===== src/rtl/statflag_pkg.sv =====
package statflag_pkg;
  localparam int FLAG_W = 8;
  localparam int BIT_C  = 0;
  localparam int BIT_Z  = 1;
  localparam int BIT_I  = 2;
  localparam int BIT_S  = 3;
  localparam int BIT_V  = 6;
  localparam int BIT_N  = 7;

  typedef enum logic [3:0] {
    FOP_NONE    = 4'd0,
    FOP_CLR_ALL = 4'd1,
    FOP_SET_C   = 4'd2,
    FOP_CLR_C   = 4'd3,
    FOP_SET_I   = 4'd4,
    FOP_CLR_I   = 4'd5,
    FOP_SET_S   = 4'd6,
    FOP_CLR_S   = 4'd7,
    FOP_SET_V   = 4'd8,
    FOP_CLR_V   = 4'd9
  } flag_op_e;

  typedef enum logic [1:0] {
    ALU_NZ   = 2'd0,
    ALU_NZC  = 2'd1,
    ALU_NVZC = 2'd2,
    ALU_NVZ  = 2'd3
  } alu_cls_e;

  typedef enum logic [2:0] {
    BR_POS = 3'd0,
    BR_NEG = 3'd1,
    BR_CS  = 3'd2,
    BR_CC  = 3'd3,
    BR_EQ  = 3'd4,
    BR_NE  = 3'd5,
    BR_VS  = 3'd6,
    BR_VC  = 3'd7
  } br_cond_e;

  typedef struct packed {
    logic              load;
    logic              clearAll;
    logic [FLAG_W-1:0] setMask;
    logic [FLAG_W-1:0] clrMask;
    logic [FLAG_W-1:0] aluMask;
  } stat_strobe_t;
endpackage


===== src/rtl/status_ctrl.sv =====
module status_ctrl
  import statflag_pkg::*;
(
  input  logic [3:0]   flagOp,
  input  logic         aluEn,
  input  logic [1:0]   aluClass,
  input  logic         pullEn,
  output stat_strobe_t strobe
);
  localparam logic [FLAG_W-1:0] ONE = FLAG_W'(1);

  logic [FLAG_W-1:0] classMask;

  always_comb begin
    case (aluClass)
      ALU_NZ:   classMask = (ONE << BIT_N) | (ONE << BIT_Z);
      ALU_NZC:  classMask = (ONE << BIT_N) | (ONE << BIT_Z) | (ONE << BIT_C);
      ALU_NVZC: classMask = (ONE << BIT_N) | (ONE << BIT_V) | (ONE << BIT_Z) | (ONE << BIT_C);
      default:  classMask = (ONE << BIT_N) | (ONE << BIT_V) | (ONE << BIT_Z);
    endcase
  end

  always_comb begin
    strobe          = '0;
    strobe.load     = pullEn;
    strobe.aluMask  = aluEn ? classMask : '0;
    case (flagOp)
      FOP_CLR_ALL: strobe.clearAll = 1'b1;
      FOP_SET_C:   strobe.setMask  = ONE << BIT_C;
      FOP_CLR_C:   strobe.clrMask  = ONE << BIT_C;
      FOP_SET_I:   strobe.setMask  = ONE << BIT_I;
      FOP_CLR_I:   strobe.clrMask  = ONE << BIT_I;
      FOP_SET_S:   strobe.setMask  = ONE << BIT_S;
      FOP_CLR_S:   strobe.clrMask  = ONE << BIT_S;
      FOP_SET_V:   strobe.setMask  = ONE << BIT_V;
      FOP_CLR_V:   strobe.clrMask  = ONE << BIT_V;
      default:     ;
    endcase
  end
endmodule


===== src/rtl/status_branch.sv =====
module status_branch
  import statflag_pkg::*;
(
  input  logic [FLAG_W-1:0] flagByte,
  input  logic [2:0]        brCond,
  output logic              brTaken
);
  logic testBit;

  always_comb begin
    case (brCond[2:1])
      2'd0:    testBit = flagByte[BIT_N];
      2'd1:    testBit = flagByte[BIT_C];
      2'd2:    testBit = flagByte[BIT_Z];
      default: testBit = flagByte[BIT_V];
    endcase
  end

  // Positive, carry-clear, not-equal and overflow-clear test for zero;
  // their odd/even position alternates, so the polarity is decoded per code.
  always_comb begin
    case (brCond)
      BR_POS, BR_CC, BR_NE, BR_VC: brTaken = ~testBit;
      default:                     brTaken = testBit;
    endcase
  end
endmodule


===== src/rtl/status_data.sv =====
module status_data
  import statflag_pkg::*;
#(
  parameter int DATA_W = 64
) (
  input  logic              clk,
  input  logic              rstN,
  input  stat_strobe_t      strobe,
  input  logic [DATA_W-1:0] pullData,
  input  logic [3:0]        aluFlags,
  output logic [DATA_W-1:0] statusQ,
  output logic              irqMask
);
  localparam logic [DATA_W-1:0] RESET_VAL = DATA_W'(1) << BIT_I;

  logic [FLAG_W-1:0] aluVec;
  logic [FLAG_W-1:0] lowMerged;
  logic [FLAG_W-1:0] lowNext;
  logic [DATA_W-1:0] nextQ;

  always_comb begin
    aluVec        = '0;
    aluVec[BIT_N] = aluFlags[3];
    aluVec[BIT_V] = aluFlags[2];
    aluVec[BIT_Z] = aluFlags[1];
    aluVec[BIT_C] = aluFlags[0];
  end

  assign lowMerged = (statusQ[FLAG_W-1:0] & ~strobe.aluMask) | (aluVec & strobe.aluMask);
  assign lowNext   = (lowMerged & ~strobe.clrMask) | strobe.setMask;

  always_comb begin
    if (strobe.load)          nextQ = pullData;
    else if (strobe.clearAll) nextQ = '0;
    else                      nextQ = {statusQ[DATA_W-1:FLAG_W], lowNext};
  end

  always_ff @(posedge clk) begin
    if (!rstN) statusQ <= RESET_VAL;
    else       statusQ <= nextQ;
  end

  assign irqMask = statusQ[BIT_I];


  pull_load_chk: assert property (@(posedge clk) disable iff (!rstN)
    strobe.load |=> statusQ == $past(pullData));


  clear_all_chk: assert property (@(posedge clk) disable iff (!rstN)
    (strobe.clearAll && !strobe.load) |=> statusQ == '0);


  upper_hold_chk: assert property (@(posedge clk) disable iff (!rstN)
    (!strobe.load && !strobe.clearAll) |=>
      statusQ[DATA_W-1:FLAG_W] == $past(statusQ[DATA_W-1:FLAG_W]));


  set_flag_chk: assert property (@(posedge clk) disable iff (!rstN)
    (!strobe.load && !strobe.clearAll && strobe.setMask != '0) |=>
      (statusQ[FLAG_W-1:0] & $past(strobe.setMask)) == $past(strobe.setMask));


  irq_rise_chk: assert property (@(posedge clk) disable iff (!rstN)
    $rose(irqMask) |-> $past(strobe.load || strobe.setMask[BIT_I]));
endmodule


===== src/rtl/status_flags.sv =====
module status_flags
  import statflag_pkg::*;
#(
  parameter int DATA_W = 64
) (
  input  logic              clk,
  input  logic              rstN,
  input  logic [3:0]        flagOp,
  input  logic              aluEn,
  input  logic [1:0]        aluClass,
  input  logic [3:0]        aluFlags,
  input  logic              pullEn,
  input  logic [DATA_W-1:0] pullData,
  input  logic [2:0]        brCond,
  output logic [DATA_W-1:0] statusOut,
  output logic              brTaken,
  output logic              irqMask
);
  stat_strobe_t strobe;

  status_ctrl u_ctrl (
    .flagOp   (flagOp),
    .aluEn    (aluEn),
    .aluClass (aluClass),
    .pullEn   (pullEn),
    .strobe   (strobe)
  );

  status_data #(.DATA_W(DATA_W)) u_data (
    .clk      (clk),
    .rstN     (rstN),
    .strobe   (strobe),
    .pullData (pullData),
    .aluFlags (aluFlags),
    .statusQ  (statusOut),
    .irqMask  (irqMask)
  );

  status_branch u_branch (
    .flagByte (statusOut[FLAG_W-1:0]),
    .brCond   (brCond),
    .brTaken  (brTaken)
  );
endmodule


===== config.mk =====
export PLATFORM = sky130hd
export DESIGN_NAME = status_flags
export DESIGN_NICKNAME = d
export VERILOG_FILES = /design/src/rtl/statflag_pkg.sv /design/src/rtl/status_ctrl.sv /design/src/rtl/status_branch.sv /design/src/rtl/status_data.sv /design/src/rtl/status_flags.sv
export SDC_FILE = /design/constraint.sdc
export NUM_CORES = 1
export LEC_CHECK = 0
export BUFFER_PORTS_ARGS = -buffer_cell sky130_fd_sc_hd__buf_4
export CAP_MARGIN = 20
export CORE_MARGIN = 2
export CORE_UTILIZATION = 35
export CTS_CLUSTER_DIAMETER = 150
export DETAILED_ROUTE_END_ITERATION = 6
export GPL_TIMING_DRIVEN = 0
export PLACE_DENSITY_LB_ADDON = 0.1
export SLEW_MARGIN = 20
export SYNTH_ARGS = -nofsm -noshare
export SYNTH_HDL_FRONTEND = slang
export SYNTH_SLANG_ARGS = --single-unit

===== constraint.sdc =====
create_clock -name clk -period 1.7 [get_ports clk]
set_input_delay 0.085 -clock clk [delete_from_list [all_inputs] [get_ports clk]]
set_output_delay 0.085 -clock clk [all_outputs]
set_load 0.01 [all_outputs]

==> results.yml, run 1 <==
outcome:
  status: "finished clean"
floorplanning:
  pin_count: 147
  initial_utilization: 0.365
  core_sq_mm: 0.00781
  die-area_sq_mm: 0.00888
  dieWidth_um: 94.3
  dieHeight_um: 94.3
  num_rows: 32
job:
  cap_violations: 0
clock_network:
  cts_tree: "yes"
  clk_path_buf_depth: 2
  cts_root_buf: "clkbuf_8"
  htree_num_levels: 3
  clk_latency_ps: 330
  cts_resized: 0
  cts.sinks: 64
  cts_setup_buffers: 0
  ctsHoldBuffers: 37
  clkTransAtPathRegs_ps: 70
  cts_buffers: 9
timing:
  setup-violations-final: 0
  period_minus_slack_ps: 1540
  finalWorstSetupSlack_ps: 159
  max_clock_freq_ghz: 0.649
  tns_ps: 0
  hold_viol_final: 0
  min_period_over_period: 0.906
  slew_headroom: 0.644
  rsz0062_at_grt: "false"
  slew_viol_final: 0
  fin_skew_ps: 0
  tightest_slew_ps: 534
  timing.hold.ws_ps: 13.5
routing:
  post_drt_wl_per_cell_um: 13.8
  routed-via-count: 2926
  drtIter0Drc: 79
  routed_wl_um: 8420
  ant_nets: 0
  drc_errors: 0
  post_drt_via_cell_ratio: 4.79
  dr.pass1.iters: 4
pwr:
  vdd_ir_drop_max_v: 0.000456
  powerDensity_mw_per_mm2: 815
  totalPowerFinal_uw: 3820
  p_leak_uw: 0.00209
placed_design:
  port_buffers: 144
  dpl.hpwl_um: 5980
  routabilityCongestion: 0.692
  pre_cts_ws_ps: 294
synth:
  synth_cell_types: 29
  synth_top_area_cell: "dfxtp_1"
  synthCells: 310
  synth_area_per_cell_sq_um: 9.20
  synthArstFlopShare: 0
  synth-main-ff-cell: "dfxtp_1"
  syn_nets: 393
  yosysSeqAreaShare: 0.449
  synth-seq-cells: 64
  synthTopCellsByArea: "dfxtp_1 45%, a21boi_1 16%, nand3_2 11%, nand2_1 8.0%, nand3_1 5.6%"
  ys_warn_count: 0
  synth_edf_count: 0
  synth.top_cell.area_share: 0.449
  netlist_area_sq_mm: 0.00285
worst_hold_path:
  hp-class: "in -> reg"
final_layout:
  nFillCells: 721
  final_util: 0.600
  antenna_cells: 0
  finalNetCount: 587
  layout-drive-gt1-share: 0.409
  biggestRegsByFlops: "u_data.statusQ x64"
  area_delta_synth_final_pct: 64.2
  largest_register: "u_data.statusQ"
  largest_reg_flops: 64
setup_path:
  arrival_ps: 1460
  setup.worst_path.end_class: "output pin"
  cp.required_ps: 1620
  worstSetupStartpointType: "flip-flop"
  critPathKind: "reg -> out"
  crit_fanout: 3
global_route:
  grt_pass1_wl_um: 13300
  grt_max_degree: 13
  grt_pass1_vias: 2853
  gr-usage-all-layers: 0.190
  grt-ovfl-total: 0
  antenna_found_initial: 0
==> per-stage QoR <==
step | cells | area [sq um]
6_report | 611 | 4680
5_1_grt | 611 | 4680
4_1_cts | 609 | 4660
3_5_place_dp | 556 | 4060
3_3_place_gp | 556 | 4060
2_1_floorplan | 310 | 2850
==> final timing paths <==
| path | from | to | slack [ps] | depth (start not counted) |
|---|---|---|---|---|
| worst min register to register | u_data.statusQ[21] | u_data.statusQ[21] | 460 | 2 |
| worst max-delay path | u_data.statusQ[7] | brTaken | 160 | 4 |
| worst min-delay path | pullData[1] | u_data.statusQ[1] | 10 | 3 |
| worst max register to register | u_data.statusQ[1] | u_data.statusQ[1] | 860 | 3 |
==> cell families (layout without fill, tap and decap cells) <==
kind of cell,after synthesis,count (layout),share of synthesized area
buffers and inverters,33,232,0.0667
AOI/OAI and AO/OA,73,73,0.187
adders and majority gates,2,2,0.00877
muxes,3,3,0.0158
xor gates and xnor gates,2,2,0.00614
and+or+nand+nor,133,133,0.266
DFF,64,64,0.449
==> power breakdown <==
| group | switching (uW) | total (uW) | leakage, uW | internal, uW |
|---|---|---|---|---|
| Clock | 620 | 1490 | 0.000109 | 870 |
| Combinational | 290 | 689 | 0.00145 | 399 |
| Sequential | 52.1 | 1640 | 0.000528 | 1580 |
| Total | 962 | 3820 | 0.00209 | 2850 |
==> cell usage in the layout, fill, tap and decap left out, types with 3 or more instances in the layout <==
cell,count
nand2_1,61
nand3_1,32
buf_2,5
o21ai_0,6
dlygate4sd3_1,39
nand3_2,30
dfxtp_1,64
clkbuf_8,10
clkbuf_1,13
buf_4,146
a21boi_1,60
buf_6,7
inv_1,3
==> worst max-delay path, cell delays in order (launching register included) <==
cell,delay (ps)
dfxtp_1,340
inv_1,40
mux4_2,450
xor2_1,150
buf_4,140
==> synthesized netlist by cell type (3+ instances only) <==
cell and count:
o21ai_0 6, inv_1 3, buf_6 7, dfxtp_1 64, clkbuf_1 13, nand3_2 30, nand2_1 61, buf_2 5
a21boi_1 60, nand3_1 32
==> layer usage <==
layer / track usage / vias to the layer above / wire, um
li1: - / 1451 / -
met4: 0.0580 / 0 / 85
met5: 0 / - / 0
met3: 0.0522 / 8 / 595
met1: 0.235 / 1374 / 3680
met2: 0.320 / 93 / 4060
==> cell type report <==
| type | count | area (sq um) | share of cell area |
|---|---|---|---|
| Timing Repair Buffer | 183 | 1470 | 0.314 |
| Multi-Input combinational cell | 213 | 1380 | 0.295 |
| Sequential cell | 64 | 1280 | 0.274 |
| Buffer | 29 | 175 | 0.0374 |
| Clock buffer | 10 | 138 | 0.0294 |
| Tap cell | 102 | 128 | 0.0273 |
| Clock inverter | 6 | 92.6 | 0.0198 |
| Inverter | 4 | 15.0 | 0.00321 |
No activity file was read; power rests on OpenSTA's default activity.
==> inputs of run 2 (changes only) <==
--- a/config.mk
+++ b/config.mk
@@ -13,6 +13,7 @@
 export DETAILED_ROUTE_END_ITERATION = 6
 export GPL_TIMING_DRIVEN = 0
 export PLACE_DENSITY_LB_ADDON = 0.1
+export SETUP_SLACK_MARGIN = 0.4
 export SLEW_MARGIN = 20
 export SYNTH_ARGS = -nofsm -noshare
 export SYNTH_HDL_FRONTEND = slang
==> constraint.sdc (replaced) <==
create_clock -name clk -period 1.78 [get_ports clk]
set_input_delay 0.089 -clock clk [delete_from_list [all_inputs] [get_ports clk]]
set_output_delay 0.089 -clock clk [all_outputs]
set_load 0.01 [all_outputs]
==> run 2 against run 1 <==
Clock power down 5%; final cell count down 1.1%; critical endpoint unchanged; design area down 1.6%; largest cell class unchanged; via count down 0.85%; critical path depth unchanged.
==> results.yml, run 2 (synthesis results as in run 1) <==
timing:
  finalWorstSetupSlack_ps: 266
  fin_skew_ps: 0
  tightest_slew_ps: 533
  tns_ps: 0
  hold_viol_final: 0
  rsz0062_at_grt: "true"
  slew_headroom: 0.644
  max_clock_freq_ghz: 0.661
  min_period_over_period: 0.850
  slew_viol_final: 0
  period_minus_slack_ps: 1510
  setup-violations-final: 0
clock_network:
  cts_buffers: 9
  cts_tree: "yes"
  clkTransAtPathRegs_ps: 70
  cts.sinks: 64
  clk_latency_ps: 330
  cts_root_buf: "clkbuf_8"
  htree_num_levels: 3
  clk_path_buf_depth: 2
setup_path:
  critPathMaxStageDelay_ps: 450
  worstSetupStartpointType: "flip-flop"
  critPathKind: "reg -> out"
  setup.worst_path.end_class: "output pin"
  cp_slowest_cell: "mux4_2"
  regToRegSetupSlack_ps: 830
  crit_fanout: 2
  r2r_end: "u_data.statusQ[7]"
  crit_buf_inv: 2
  rr_worst_depth: 4
  cp.required_ps: 1690
  crit_family: "multiplexers"
  path_cells: "inv_1, mux4_2, xor2_1, buf_4"
  arrival_ps: 1420
  r2r-start: "u_data.statusQ[7]"
floorplanning:
  pin_count: 147
  die-area_sq_mm: 0.00888
  core_sq_mm: 0.00781
  initial_utilization: 0.365
  dieWidth_um: 94.3
  dieHeight_um: 94.3
  num_rows: 32
worst_hold_path:
  hp-start: "pullData[7]"
  hp-class: "in -> reg"
  whs_path_depth: 3
  hold_path_end: "u_data.statusQ[7]"
pwr:
  powerDensity_mw_per_mm2: 788
  totalPowerFinal_uw: 3630
  p_leak_uw: 0.00206
  vdd_ir_drop_max_v: 0.000431
routing:
  drtIter0Drc: 75
  routed-via-count: 2901
  routed_wl_um: 8310
  post_drt_via_cell_ratio: 4.80
  post_drt_wl_per_cell_um: 13.8
  ant_nets: 0
  drc_errors: 0
  dr.pass1.iters: 6
final_layout:
  area_delta_synth_final_pct: 61.6
  largest_register: "u_data.statusQ"
  layout-drive-gt1-share: 0.422
  antenna_cells: 0
  finalNetCount: 580
  largest_reg_flops: 64
  biggestRegsByFlops: "u_data.statusQ x64"
  layout_common_cells: "148 x buf_4, 62 x dfxtp_1, 61 x nand2_1"
  final_common_cell: "buf_4"
global_route:
  grt-ovfl-total: 0
  grt_pass1_wl_um: 13100
  grt_max_degree: 13
  antenna_found_initial: 0
  gr-usage-all-layers: 0.188
  grt_pass1_vias: 2823
outcome:
  status: "finished clean"
job:
  cap_violations: 0
placed_design:
  port_buffers: 144
  dpl.hpwl_um: 5980
  routabilityCongestion: 0.692
  pre_cts_ws_ps: 370
==> run 2: cell types whose count changed in the layout (fill, tap and decap cells not counted) <==
cell,change
dlygate4sd3_1,-9
buf_4,+2
dfxtp_1,-2
dfxtp_2,+2
==> run 2: worst max-delay path by stage <==
stage,startpoint,slack (ps),cells past startpoint,to
2_1_floorplan,flagOp[1],540,6,u_data.statusQ[37]
3_3_place_gp,pullEn,390,5,u_data.statusQ[25]
3_5_place_dp,pullEn,370,5,u_data.statusQ[16]
4_1_cts,u_data.statusQ[7],250,4,brTaken
5_1_grt,u_data.statusQ[7],170,4,brTaken
6_report,u_data.statusQ[7],270,4,brTaken
==> run 2: worst min-delay path, stage by stage <==
cell and delay [ps]:
buf_4 110, nand2_1 50, a21boi_1 50
==> run 2: final cells by class <==
| cell class | instances | area [sq um] |
|---|---|---|
| Multi-Input combinational cell | 213 | 1380 |
| Fill cell | 738 | 3200 |
| Clock buffer | 10 | 138 |
| Inverter | 4 | 15.0 |
| Timing Repair Buffer | 176 | 1400 |
| Clock inverter | 6 | 92.6 |
| Buffer | 29 | 175 |
| Sequential cell | 64 | 1280 |
| Tap cell | 102 | 128 |
==> run 2: where the power goes <==
part	internal [uW]	switching, uW	total, uW
registers	1510	49.2	1560
clock network	831	589	1420
logic	372	274	647
==> run 2: layer usage <==
layer	global-route usage	wire length, um	up-vias
met5	0	0	-
met4	0.0543	80	0
met3	0.0554	628	9
met2	0.315	3940	93
met1	0.233	3670	1362
li1	-	-	1437
==> run 2: repair_timing <==
action                     in CTS  in global routing
setup buffers                   2                  0
hold buffers                   28                  2
resized for setup               2                  0
hold endpoints to repair       28                  2
setup endpoints to repair       1                  1
==> run 2: stage by stage <==
stage | util | instance area, sq um | hold WS (ps) | instances
floorplan | - | 2850 | 228 | 310
global placement | 0.520 | 4060 | 324 | 556
detailed placement | 0.520 | 4060 | 326 | 556
CTS | 0.588 | 4590 | 0.408 | 602
global route | 0.590 | 4610 | 0.267 | 604
finish | 0.590 | 4610 | 12.1 | 604
==> inputs of run 3 (changes only) <==
--- a/config.mk
+++ b/config.mk
@@ -12,7 +12,6 @@
 export CTS_CLUSTER_DIAMETER = 150
 export DETAILED_ROUTE_END_ITERATION = 6
 export GPL_TIMING_DRIVEN = 0
-export PLACE_DENSITY_LB_ADDON = 0.1
 export SETUP_SLACK_MARGIN = 0.4
 export SLEW_MARGIN = 20
 export SYNTH_ARGS = -nofsm -noshare
==> run 3 against run 2 <==
Largest power group unchanged; fmax is 0.49% lower; final cell count decreased by 4.3%; core utilization down 3.8 points; highest routed layer unchanged; sequential power is essentially flat; worst hold slack got worse by 1.9 ps; total power is 8.4% lower; design area decreased by 6.4%; clock-buffer cell count decreased by 1; via count is 4.9% lower; die area unchanged; sequential share of layout area up 1.9 points; sequential cell count unchanged.
==> results.yml, run 3 (synthesis results as in run 1) <==
clock_network:
  htree_num_levels: 3
  cts_tree: "yes"
  clk_path_buf_depth: 2
  clkTransAtPathRegs_ps: 70
  cts_root_buf: "clkbuf_8"
  clk_latency_ps: 330
  cts_buffers: 9
  cts.sinks: 64
global_route:
  grt_pass1_wl_um: 12900
  grt-ovfl-total: 0
  gr-usage-all-layers: 0.186
  antenna_found_initial: 0
  grt_max_degree: 11
  grt_pass1_vias: 2692
floorplanning:
  die-area_sq_mm: 0.00888
  initial_utilization: 0.365
  dieWidth_um: 94.3
  num_rows: 32
  dieHeight_um: 94.3
  pin_count: 147
  core_sq_mm: 0.00781
placed_design:
  port_buffers: 144
  dpl.hpwl_um: 6000
  dp.cells: 556
  routabilityCongestion: 0.725
  pre_cts_ws_ps: 361
worst_hold_path:
  hp-class: "in -> reg"
routing:
  dr.pass1.iters: 4
  post_drt_via_cell_ratio: 4.78
  ant_nets: 0
  dr.max_layer_used: "met4"
  post_drt_wl_per_cell_um: 14.2
  drtIter0Drc: 62
  drt-met1-wl_um: 3620
  met2_length_um: 3920
  wl_met3_um: 514
  routed_wl_um: 8190
  routed-via-count: 2760
  drc_errors: 0
final_layout:
  biggestRegsByFlops: "u_data.statusQ x64"
  area_delta_synth_final_pct: 51.3
  largest_register: "u_data.statusQ"
  final_util: 0.552
  finalNetCount: 556
  final_cells: 578
  layout_common_cells: "147 x buf_4, 63 x dfxtp_1, 61 x nand2_1"
  nFillCells: 771
  antenna_cells: 0
  final_common_cell: "buf_4"
  layout-drive-gt1-share: 0.437
  largest_reg_flops: 64
timing:
  finalWorstSetupSlack_ps: 259
  slew_headroom: 0.623
  slew_viol_final: 0
  max_clock_freq_ghz: 0.657
  fin_skew_ps: 0
  tightest_slew_ps: 565
  hold_viol_final: 0
  tns_ps: 0
  period_minus_slack_ps: 1520
  rsz0062_at_grt: "true"
  setup-violations-final: 0
  min_period_over_period: 0.855
  timing.hold.ws_ps: 10.2
pwr:
  vdd_ir_drop_max_v: 0.000345
  p_leak_uw: 0.00195
  powerDensity_mw_per_mm2: 771
setup_path:
  arrival_ps: 1430
  worstSetupStartpointType: "flip-flop"
  critPathKind: "reg -> out"
  cp.required_ps: 1690
  setup.worst_path.end_class: "output pin"
  crit_fanout: 2
outcome:
  status: "finished clean"
job:
  cap_violations: 0
## run 3: cell count changes in the layout (fill, tap and decap cells not counted), sizes merged
| cell | delta |
|---|---|
| buf | -1 |
| bufinv | -1 |
| clkbuf | -1 |
| clkinv | +2 |
| clkinvlp | -2 |
| dlygate4sd3 | -23 |
## run 3: final cells by class
class,count,area (sq um),area share
Timing Repair Buffer,152,1160,0.269
Clock inverter,5,50.0,0.0116
Sequential cell,64,1280,0.297
Buffer,29,175,0.0406
Tap cell,102,128,0.0296
Clock buffer,9,124,0.0287
Multi-Input combinational cell,213,1380,0.320
Inverter,4,15.0,0.00348
## run 3: worst paths after layout
kind | start | endpoint | slack (ps) | cells after the start
setup / recovery | u_data.statusQ[7] | brTaken | 260 | 4
hold / removal | pullData[19] | u_data.statusQ[19] | 10 | 3
setup reg to reg | u_data.statusQ[7] | u_data.statusQ[7] | 840 | 4
hold reg to reg | u_data.statusQ[48] | u_data.statusQ[48] | 460 | 2
## run 3: per-stage QoR
step	instance area (sq um)	power (uW)
floorplan	2850	1860
global placement	4060	2180
detailed placement	4060	2190
CTS	4310	3370
global route	4310	3490
finish	4310	3330
## run 3: per-layer routing
metal / vias up / track usage
li1: 1389 / -
met1: 1285 / 0.234
met2: 75 / 0.303
met3: 11 / 0.0465
met4: 0 / 0.0749
met5: - / 0
## run 3: worst max-delay path: stages (launching register included)
cell	delay (ps)
dfxtp_2	330
inv_1	30
mux4_2	450
xor2_1	150
buf_4	140
## run 3: power breakdown
part           internal [uW]  total, uW  leakage (uW)  switching, uW
combinational            337        601       0.00133            264
sequential              1510       1560      0.000528           49.6
clock                    621       1160     0.0000945            539
total                   2470       3330       0.00195            852
## run 3: what timing repair did
| item | 4_1_cts | 5_1_grt |
|---|---|---|
| gates resized for setup | 1 | 0 |
| hold buffers | 7 | 0 |
| buffers inserted | 1 | 0 |
| endpoints found under the hold margin | 7 | 0 |
| setup endpoints to repair | 1 | 1 |
